===== src/rtl/lpb_pkg.sv =====
// Package: lpb_pkg
// Shared definitions for the loopback slot. It holds the engine state
// encoding, which the engine uses and which its assertions refer to.
package lpb_pkg;

    // Engine control states, listed in the order the engine steps through them
    typedef enum logic [2:0] {
        ST_IDLE      = 3'd0,
        ST_RD_SIZE   = 3'd1,
        ST_SAVE_SIZE = 3'd2,
        ST_CHECK     = 3'd3,
        ST_RD_DATA   = 3'd4,
        ST_WR_DATA   = 3'd5,
        ST_DONE      = 3'd6
    } lpb_state_e;

endpackage


===== src/rtl/lpb_fifo.sv =====
// Module: lpb_fifo
// Synchronous first-word-fall-through queue. The head entry is shown on
// rdata whenever empty is 0, and pop retires it on the clock edge.
// Assumptions: DEPTH >= 2. A push while full and a pop while empty are
// dropped; the assertions flag both as misuse. Reset is synchronous and
// active low. It clears the pointers and the level, but not the storage.
module lpb_fifo #(
    parameter int WIDTH = 32,
    parameter int DEPTH = 16
) (
    input  logic             clk,
    input  logic             rst_n,
    input  logic             push,
    input  logic [WIDTH-1:0] wdata,
    output logic             full,
    input  logic             pop,
    output logic [WIDTH-1:0] rdata,
    output logic             empty
);

    localparam int PTR_W = $clog2(DEPTH);
    localparam int LVL_W = $clog2(DEPTH + 1);
    localparam logic [PTR_W-1:0] LAST_IDX = PTR_W'(DEPTH - 1);
    localparam logic [LVL_W-1:0] FULL_LVL = LVL_W'(DEPTH);

    logic [WIDTH-1:0] mem [DEPTH];
    logic [PTR_W-1:0] wr_q, rd_q, wr_nx, rd_nx;
    logic [LVL_W-1:0] lvl_q;
    logic             do_push, do_pop;

    assign do_push = push && !full;
    assign do_pop  = pop && !empty;

    // Pointer advance: a power-of-two depth wraps by itself, any other depth wraps explicitly
    generate
        if ((DEPTH & (DEPTH - 1)) == 0) begin : g_wrap_pow2
            assign wr_nx = wr_q + 1'b1;
            assign rd_nx = rd_q + 1'b1;
        end else begin : g_wrap_cmp
            assign wr_nx = (wr_q == LAST_IDX) ? '0 : wr_q + 1'b1;
            assign rd_nx = (rd_q == LAST_IDX) ? '0 : rd_q + 1'b1;
        end
    endgenerate

    // Storage write on an accepted push
    always_ff @(posedge clk) begin
        if (do_push) begin
            mem[wr_q] <= wdata;
        end
    end

    // Pointer and level bookkeeping
    always_ff @(posedge clk) begin
        if (!rst_n) begin
            wr_q  <= '0;
            rd_q  <= '0;
            lvl_q <= '0;
        end else begin
            if (do_push) wr_q <= wr_nx;
            if (do_pop)  rd_q <= rd_nx;
            case ({do_push, do_pop})
                2'b10:   lvl_q <= lvl_q + 1'b1;
                2'b01:   lvl_q <= lvl_q - 1'b1;
                default: lvl_q <= lvl_q;
            endcase
        end
    end

    // Head presentation and flags
    assign rdata = mem[rd_q];
    assign full  = (lvl_q == FULL_LVL);
    assign empty = (lvl_q == '0);

    // callers never pop an empty queue
    assert_no_underflow_R2: assert property (@(posedge clk) disable iff (!rst_n)
        pop |-> !empty);

    // callers never push into a full queue
    assert_no_overflow_R9: assert property (@(posedge clk) disable iff (!rst_n)
        push |-> !full);

endmodule


===== src/rtl/lpb_engine.sv =====
// Module: lpb_engine
// Control engine of the loopback slot. It reads a leading control word
// (the count of data words), then copies that many words from the input
// queue to the output queue and raises a sticky done flag.
// Assumptions: both queues are first-word-fall-through. in_rd_en pops the
// head, which is captured in the same cycle. out_full is not consulted,
// because the host keeps each transfer within the output depth. The engine
// handles one transfer per reset.
module lpb_engine
    import lpb_pkg::*;
#(
    parameter int WORD_W = 32,
    parameter int SIZE_W = 32
) (
    input  logic              clk,
    input  logic              rst_n,
    input  logic [WORD_W-1:0] in_data,
    input  logic              in_empty,
    output logic              in_rd_en,
    output logic [WORD_W-1:0] out_data,
    output logic              out_wr_en,
    input  logic              out_full,
    output logic              done
);

    lpb_state_e        state_q, state_d;
    logic [WORD_W-1:0] hold_q;
    logic [SIZE_W-1:0] size_q;
    logic [SIZE_W-1:0] cnt_q;

    // Next-state selection
    always_comb begin
        state_d = state_q;
        case (state_q)
            ST_IDLE:      if (!in_empty) state_d = ST_RD_SIZE;
            ST_RD_SIZE:   state_d = ST_SAVE_SIZE;
            ST_SAVE_SIZE: state_d = ST_CHECK;
            ST_CHECK: begin
                if (cnt_q == size_q)  state_d = ST_DONE;
                else if (!in_empty)   state_d = ST_RD_DATA;
            end
            ST_RD_DATA:   state_d = ST_WR_DATA;
            ST_WR_DATA:   state_d = ST_CHECK;
            ST_DONE:      state_d = ST_DONE;
            default:      state_d = ST_IDLE;
        endcase
    end

    // State register
    always_ff @(posedge clk) begin
        if (!rst_n) state_q <= ST_IDLE;
        else        state_q <= state_d;
    end

    // Capture of the popped word, whether control or data
    always_ff @(posedge clk) begin
        if (!rst_n) begin
            hold_q <= '0;
        end else if (state_q == ST_RD_SIZE || state_q == ST_RD_DATA) begin
            hold_q <= in_data;
        end
    end

    // Size register and read counter
    always_ff @(posedge clk) begin
        if (!rst_n) begin
            size_q <= '0;
            cnt_q  <= '0;
        end else if (state_q == ST_SAVE_SIZE) begin
            size_q <= hold_q[SIZE_W-1:0];
            cnt_q  <= '0;
        end else if (state_q == ST_RD_DATA) begin
            cnt_q  <= cnt_q + 1'b1;
        end
    end

    // Slot interface outputs decoded from the state
    assign in_rd_en  = (state_q == ST_RD_SIZE) || (state_q == ST_RD_DATA);
    assign out_wr_en = (state_q == ST_WR_DATA);
    assign out_data  = hold_q;
    assign done      = (state_q == ST_DONE);

    // the engine pops only a queue that holds a word
    assert_pop_guarded_R2: assert property (@(posedge clk) disable iff (!rst_n)
        in_rd_en |-> !in_empty);

    // every output write carries the word popped on the previous cycle
    assert_copy_exact_R4: assert property (@(posedge clk) disable iff (!rst_n)
        out_wr_en |-> ($past(in_rd_en) && out_data == $past(in_data)));

    // the read count never passes the stored size
    assert_count_bound_R5: assert property (@(posedge clk) disable iff (!rst_n)
        cnt_q <= size_q);

    // once raised, done holds
    assert_done_sticky_R6: assert property (@(posedge clk) disable iff (!rst_n)
        done |=> done);

    // no traffic after completion
    assert_quiet_after_done_R6: assert property (@(posedge clk) disable iff (!rst_n)
        done |-> (!in_rd_en && !out_wr_en));

    // a zero count reaches done two cycles after it is stored
    assert_zero_to_done_R7: assert property (@(posedge clk) disable iff (!rst_n)
        (state_q == ST_SAVE_SIZE && hold_q[SIZE_W-1:0] == '0) |=> ##1 done);

    // the host sizing rule holds, so no write lands on a full output queue
    assert_fits_output_R9: assert property (@(posedge clk) disable iff (!rst_n)
        out_wr_en |-> !out_full);

endmodule


===== src/rtl/lpb_slot.sv =====
// Module: lpb_slot
// Top of the loopback slot. The host pushes into the input queue, the
// engine moves a length-prefixed transfer across, and the host pops the
// output queue once done is high.
// Assumptions: synchronous active-low reset. A transfer holds at most
// OUT_DEPTH data words. Each transfer plus its control word fits IN_DEPTH.
module lpb_slot #(
    parameter int WORD_W    = 32,
    parameter int SIZE_W    = 32,
    parameter int IN_DEPTH  = 32,
    parameter int OUT_DEPTH = 16
) (
    input  logic              clk,
    input  logic              rst_n,
    input  logic              host_push,
    input  logic [WORD_W-1:0] host_wdata,
    output logic              host_full,
    input  logic              host_pop,
    output logic [WORD_W-1:0] host_rdata,
    output logic              host_empty,
    output logic              done
);

    logic [WORD_W-1:0] in_data, out_data;
    logic              in_empty, in_rd_en, out_wr_en, out_full;

    // Input queue: host pushes, engine pops
    lpb_fifo #(.WIDTH(WORD_W), .DEPTH(IN_DEPTH)) u_in_q (
        .clk   (clk),
        .rst_n (rst_n),
        .push  (host_push),
        .wdata (host_wdata),
        .full  (host_full),
        .pop   (in_rd_en),
        .rdata (in_data),
        .empty (in_empty)
    );

    // Control engine on the nine-signal slot interface
    lpb_engine #(.WORD_W(WORD_W), .SIZE_W(SIZE_W)) u_engine (
        .clk       (clk),
        .rst_n     (rst_n),
        .in_data   (in_data),
        .in_empty  (in_empty),
        .in_rd_en  (in_rd_en),
        .out_data  (out_data),
        .out_wr_en (out_wr_en),
        .out_full  (out_full),
        .done      (done)
    );

    // Output queue: engine pushes, host pops
    lpb_fifo #(.WIDTH(WORD_W), .DEPTH(OUT_DEPTH)) u_out_q (
        .clk   (clk),
        .rst_n (rst_n),
        .push  (out_wr_en),
        .wdata (out_data),
        .full  (out_full),
        .pop   (host_pop),
        .rdata (host_rdata),
        .empty (host_empty)
    );

    // on the first cycle out of reset, the slot is idle and the output is empty
    assert_reset_state_R1: assert property (@(posedge clk)
        (rst_n && !$past(rst_n)) |-> (!done && host_empty));

endmodule


===== config.mk =====
export PLATFORM = sky130hd
export DESIGN_NAME = lpb_slot
export DESIGN_NICKNAME = d
export VERILOG_FILES = /design/src/rtl/lpb_pkg.sv /design/src/rtl/lpb_fifo.sv /design/src/rtl/lpb_engine.sv /design/src/rtl/lpb_slot.sv
export SDC_FILE = /design/constraint.sdc
export NUM_CORES = 2
export LEC_CHECK = 0
export ABC_AREA = 1
export BUFFER_PORTS_ARGS = -buffer_cell sky130_fd_sc_hd__clkbuf_2
export CAP_MARGIN = 10
export CORE_MARGIN = 5
export CORE_UTILIZATION = 62
export DETAILED_ROUTE_END_ITERATION = 8
export PLACE_DENSITY = 0.79
export SYNTH_ARGS = -nofsm -noshare
export SYNTH_HDL_FRONTEND = slang
export SYNTH_SLANG_ARGS = --single-unit

===== constraint.sdc =====
create_clock -name clk -period 8.1 [get_ports clk]
set_input_delay 2.43 -clock clk [delete_from_list [all_inputs] [get_ports clk]]
set_output_delay 2.43 -clock clk [all_outputs]
set_load 0.01 [all_outputs]

==> impl_results.md <==
* CP peak stage delay at about 0.8 ns
* Placed cells at roughly 6500
* Die Ht at around 340 µm
* Gate Count Post-Synth at between 5000 and 6000
* Hold crit path type: reg2reg
* CP Launch Type: register
* GPL Wtd Cong at 0.867
* Slew @ Worst Pin at 1.27 ns
* #FFs+latches synth at 1668
* Crit Path Max Fanout at between 70 and 80
* PostCTS Resize Cnt at 0
* Combinational Power Share at between 20% and 30%
* Crit Path Class: reg2out
* Cells along the critical path: buf_4 -> o21ai_0 -> o211ai_1 -> o211ai_1 -> nand2_1 -> clkbuf_2
* Routing usage on met2 at between 40% and 50%
* Peak VDD IR at approximately 270 µV
* Vias in the first global route at between 40000 and 50000
* Final total power at roughly 24 mW
* # rows at 120
* Clk slew on worst S/H paths at about 0.06 ns
* Detail Route Antenna Nets at 0
* Syn Nets at 5316
* Sequential power share at 45.1%
* Most common cell after layout, fill and taps aside: edfxtp_1
* Layout cells sized above 1 at about 8.4%
* Grt ovf at 0
* M3 GR Usage at 6.28%
* CP Capture Type: output port
* Routed vias/inst at about 6.4
* Fillers at slightly above 7000
* Skew-Pair Late Insertion Delay at between 0.7 and 0.8 ns
* Post-CTS setup buffers at 0
* Leading area contributor after synthesis: edfxtp_1
* Max cap viols at 0
* Seq/Total Area, Yosys at 73.1%
* Sink Count at ~1700
* Pwr/cell area at between 300 and 400 nW/µm²
* Minimum clock period at a little under 6 ns
* Met1 Usage GRT at 37.9%
* Cell variety after synth at 43
* Cts bufs inserted at 162
* Int Pwr at between 15 and 20 mW
* Die area at approximately 110000 µm²
* Setup TNS at 0 ns
* Final wirelength at roughly 170000 µm
* Final Cell Area at 73400 µm²
* Layout Cells excl Fill at roughly 6800
* Setup WS pre-CTS at approximately 2.8 ns
* Placed cell areas at 68400 µm²
* Post-Syn Area at 66700 µm²
* Net Sw Frac at around a third
* Clock Power Share at between 30 and 40%
* DP Wirelength at around 90000 µm
* Routed vias at 43300
* Hold_buf cts at 0
* Max Clock Freq at 172 MHz
* Largest net degree at the start of global routing at 215
* Final Cycle Share at 71.8%
* Pleak at 24.6 nW
* Top cells by area, synth: edfxtp_1, o21ai_0, dfxtp_1
* Starting Density at around 62%
* RSZ-0062 raised after global routing: false
* GRT Total Usage at between 20% and 30%
* Worst path arrival time at between 3 and 4 ns
* Initial antenna violation count at 6
* H-tree levels at 4
* Yosys warns at 0
* Critical-path top delay cell: buf_4
* CTS tree: done
* Final Max Slew Viols at 0
* Area Growth Syn to Fin at 10.1%
* Clock Skew at 0.0262 ns
* Most used DFF post-synth: edfxtp_1
* Req. time, crit path at 5.67 ns
* DRC viols at 0
* Share of the synthesized area in the top cell type at ~69%
* Core area at roughly 110000 µm²
* Net Switching at slightly below 8 mW
* Status: finished clean
* Drt wl/cell at 24.8 µm
* EDFF count, synth at between 1500 and 2000
* Port Buffers at 70
* Root buffer cell: clkbuf_16
* Hold WS at between 0.4 and 0.5 ns
* Drt first pass iters at 8
* Final net count at 5308
* PnR worst setup slack at about 2.3 ns
* Util after Layout at 68.7%
* Grt peak-use layer: met2
* Syn_area_per_cell at about 13 µm²
* Max clock buf depth at 3
* Drt initial violations at 5866
* Most Frequent Cell on Critical Path: o211ai_1
* First-pass GRT wire length at approximately 250000 µm
* Commonest non-fill, non-tap cells in the layout: edfxtp_1, o21ai_0, nor2_1
* Final Setup Violations at 0
* Asr flop ratio synth at 0%
* Die width at 338 µm
* Io pins at between 70 and 80
* Relative slew slack at roughly 15%
* Hold Vio Cnt, Final at 0
==> registers in the layout (all words and copies together) (netlist names), named ones only <==
register           count
u_out_q.wr_q           4
u_out_q.mem          512
u_in_q.wr_q            5
u_out_q.lvl_q          5
u_engine.state_q       3
u_in_q.lvl_q           6
u_engine.cnt_q        32
u_engine.size_q       32
u_out_q.rd_q           4
u_in_q.rd_q            5
u_engine.out_data     32
u_in_q.mem          1024
==> worst paths after layout <==
kind	start	end	slack, ns	depth (start not counted)
worst max-delay path	register	host_rdata[22]	2.29	6
worst min-delay path	u_out_q.rd_q[3]	register	0.47	2
worst max register to register	u_in_q.rd_q[0]	u_engine.out_data[30]	4.44	9
worst min register to register	u_out_q.rd_q[3]	register	0.47	2
==> synthesized netlist by cell type, types with 2 or more instances <==
library cell  number
a211oi_1           3
a21oi_1          260
buf_1             15
buf_2             79
buf_4             39
buf_6              4
clkbuf_1         185
clkbuf_2           3
clkbuf_4           2
dfxtp_1          132
edfxtp_1        1536
fa_1               2
ha_1              20
inv_1            243
inv_2              7
mux2i_1          128
nand2_1          569
nand2_2            3
nand3_1          240
nand3b_1          22
nand4_1           11
nor2_1           639
nor2_2             2
nor2_4             2
nor3_1            23
nor3b_1            2
nor4_1             3
o211ai_1         193
o21ai_0          660
o21ai_1           38
o221ai_1          64
o22ai_1           85
xnor2_1           31
xor2_1             4
==> per-layer routing <==
layer / wire (µm) / vias to the layer above
met2: 81300 / 2781
met5: 47 / -
met1: 60700 / 20900
met3: 18500 / 503
li1: - / 19100
met4: 7730 / 6
==> cell type report <==
type	count	area (µm²)	share of cell area (%)
sequential	1668	48800	66.5
multi-input combinational	3011	15800	21.6
clock buffer	208	4270	5.81
tap	1403	1760	2.39
timing repair buffer	155	1040	1.41
inverter	252	961	1.31
clock inverter	78	763	1.04
antenna	3	7.51	0.0102
==> worst max-delay path: cells and delay by family (launching register included) <==
family          cells  cell delay [ns]
flops               1             0.79
compound gates      3             0.52
simple gates        1             0.22
buf+inv             2             0.97
==> power by group through the flow <==
stage	Sequential, mW	Combinational, mW	Clock [mW]
2_1_floorplan	10.5	4.05	0
5_1_grt	10.7	6.22	7.64
3_5_place_dp	10.8	5.53	0
3_3_place_gp	10.8	5.37	0
6_report	10.6	5.68	7.23
4_1_cts	10.6	5.59	7.28
==> logic make-up (layout without fill, tap and decap cells) <==
kind of cell / after synthesis / after routing / share of synthesized area, %
fa+ha+maj: 22 / 22 / 0.435
buf+inv: 579 / 693 / 3.69
mux: 128 / 128 / 1.92
flops: 1668 / 1668 / 73.1
simple gates: 1521 / 1521 / 9.32
compound gates: 1305 / 1305 / 11.1
xor+xnor: 35 / 35 / 0.460
other cells: 0 / 3 / 0
Power figures use the tool's default switching activity.
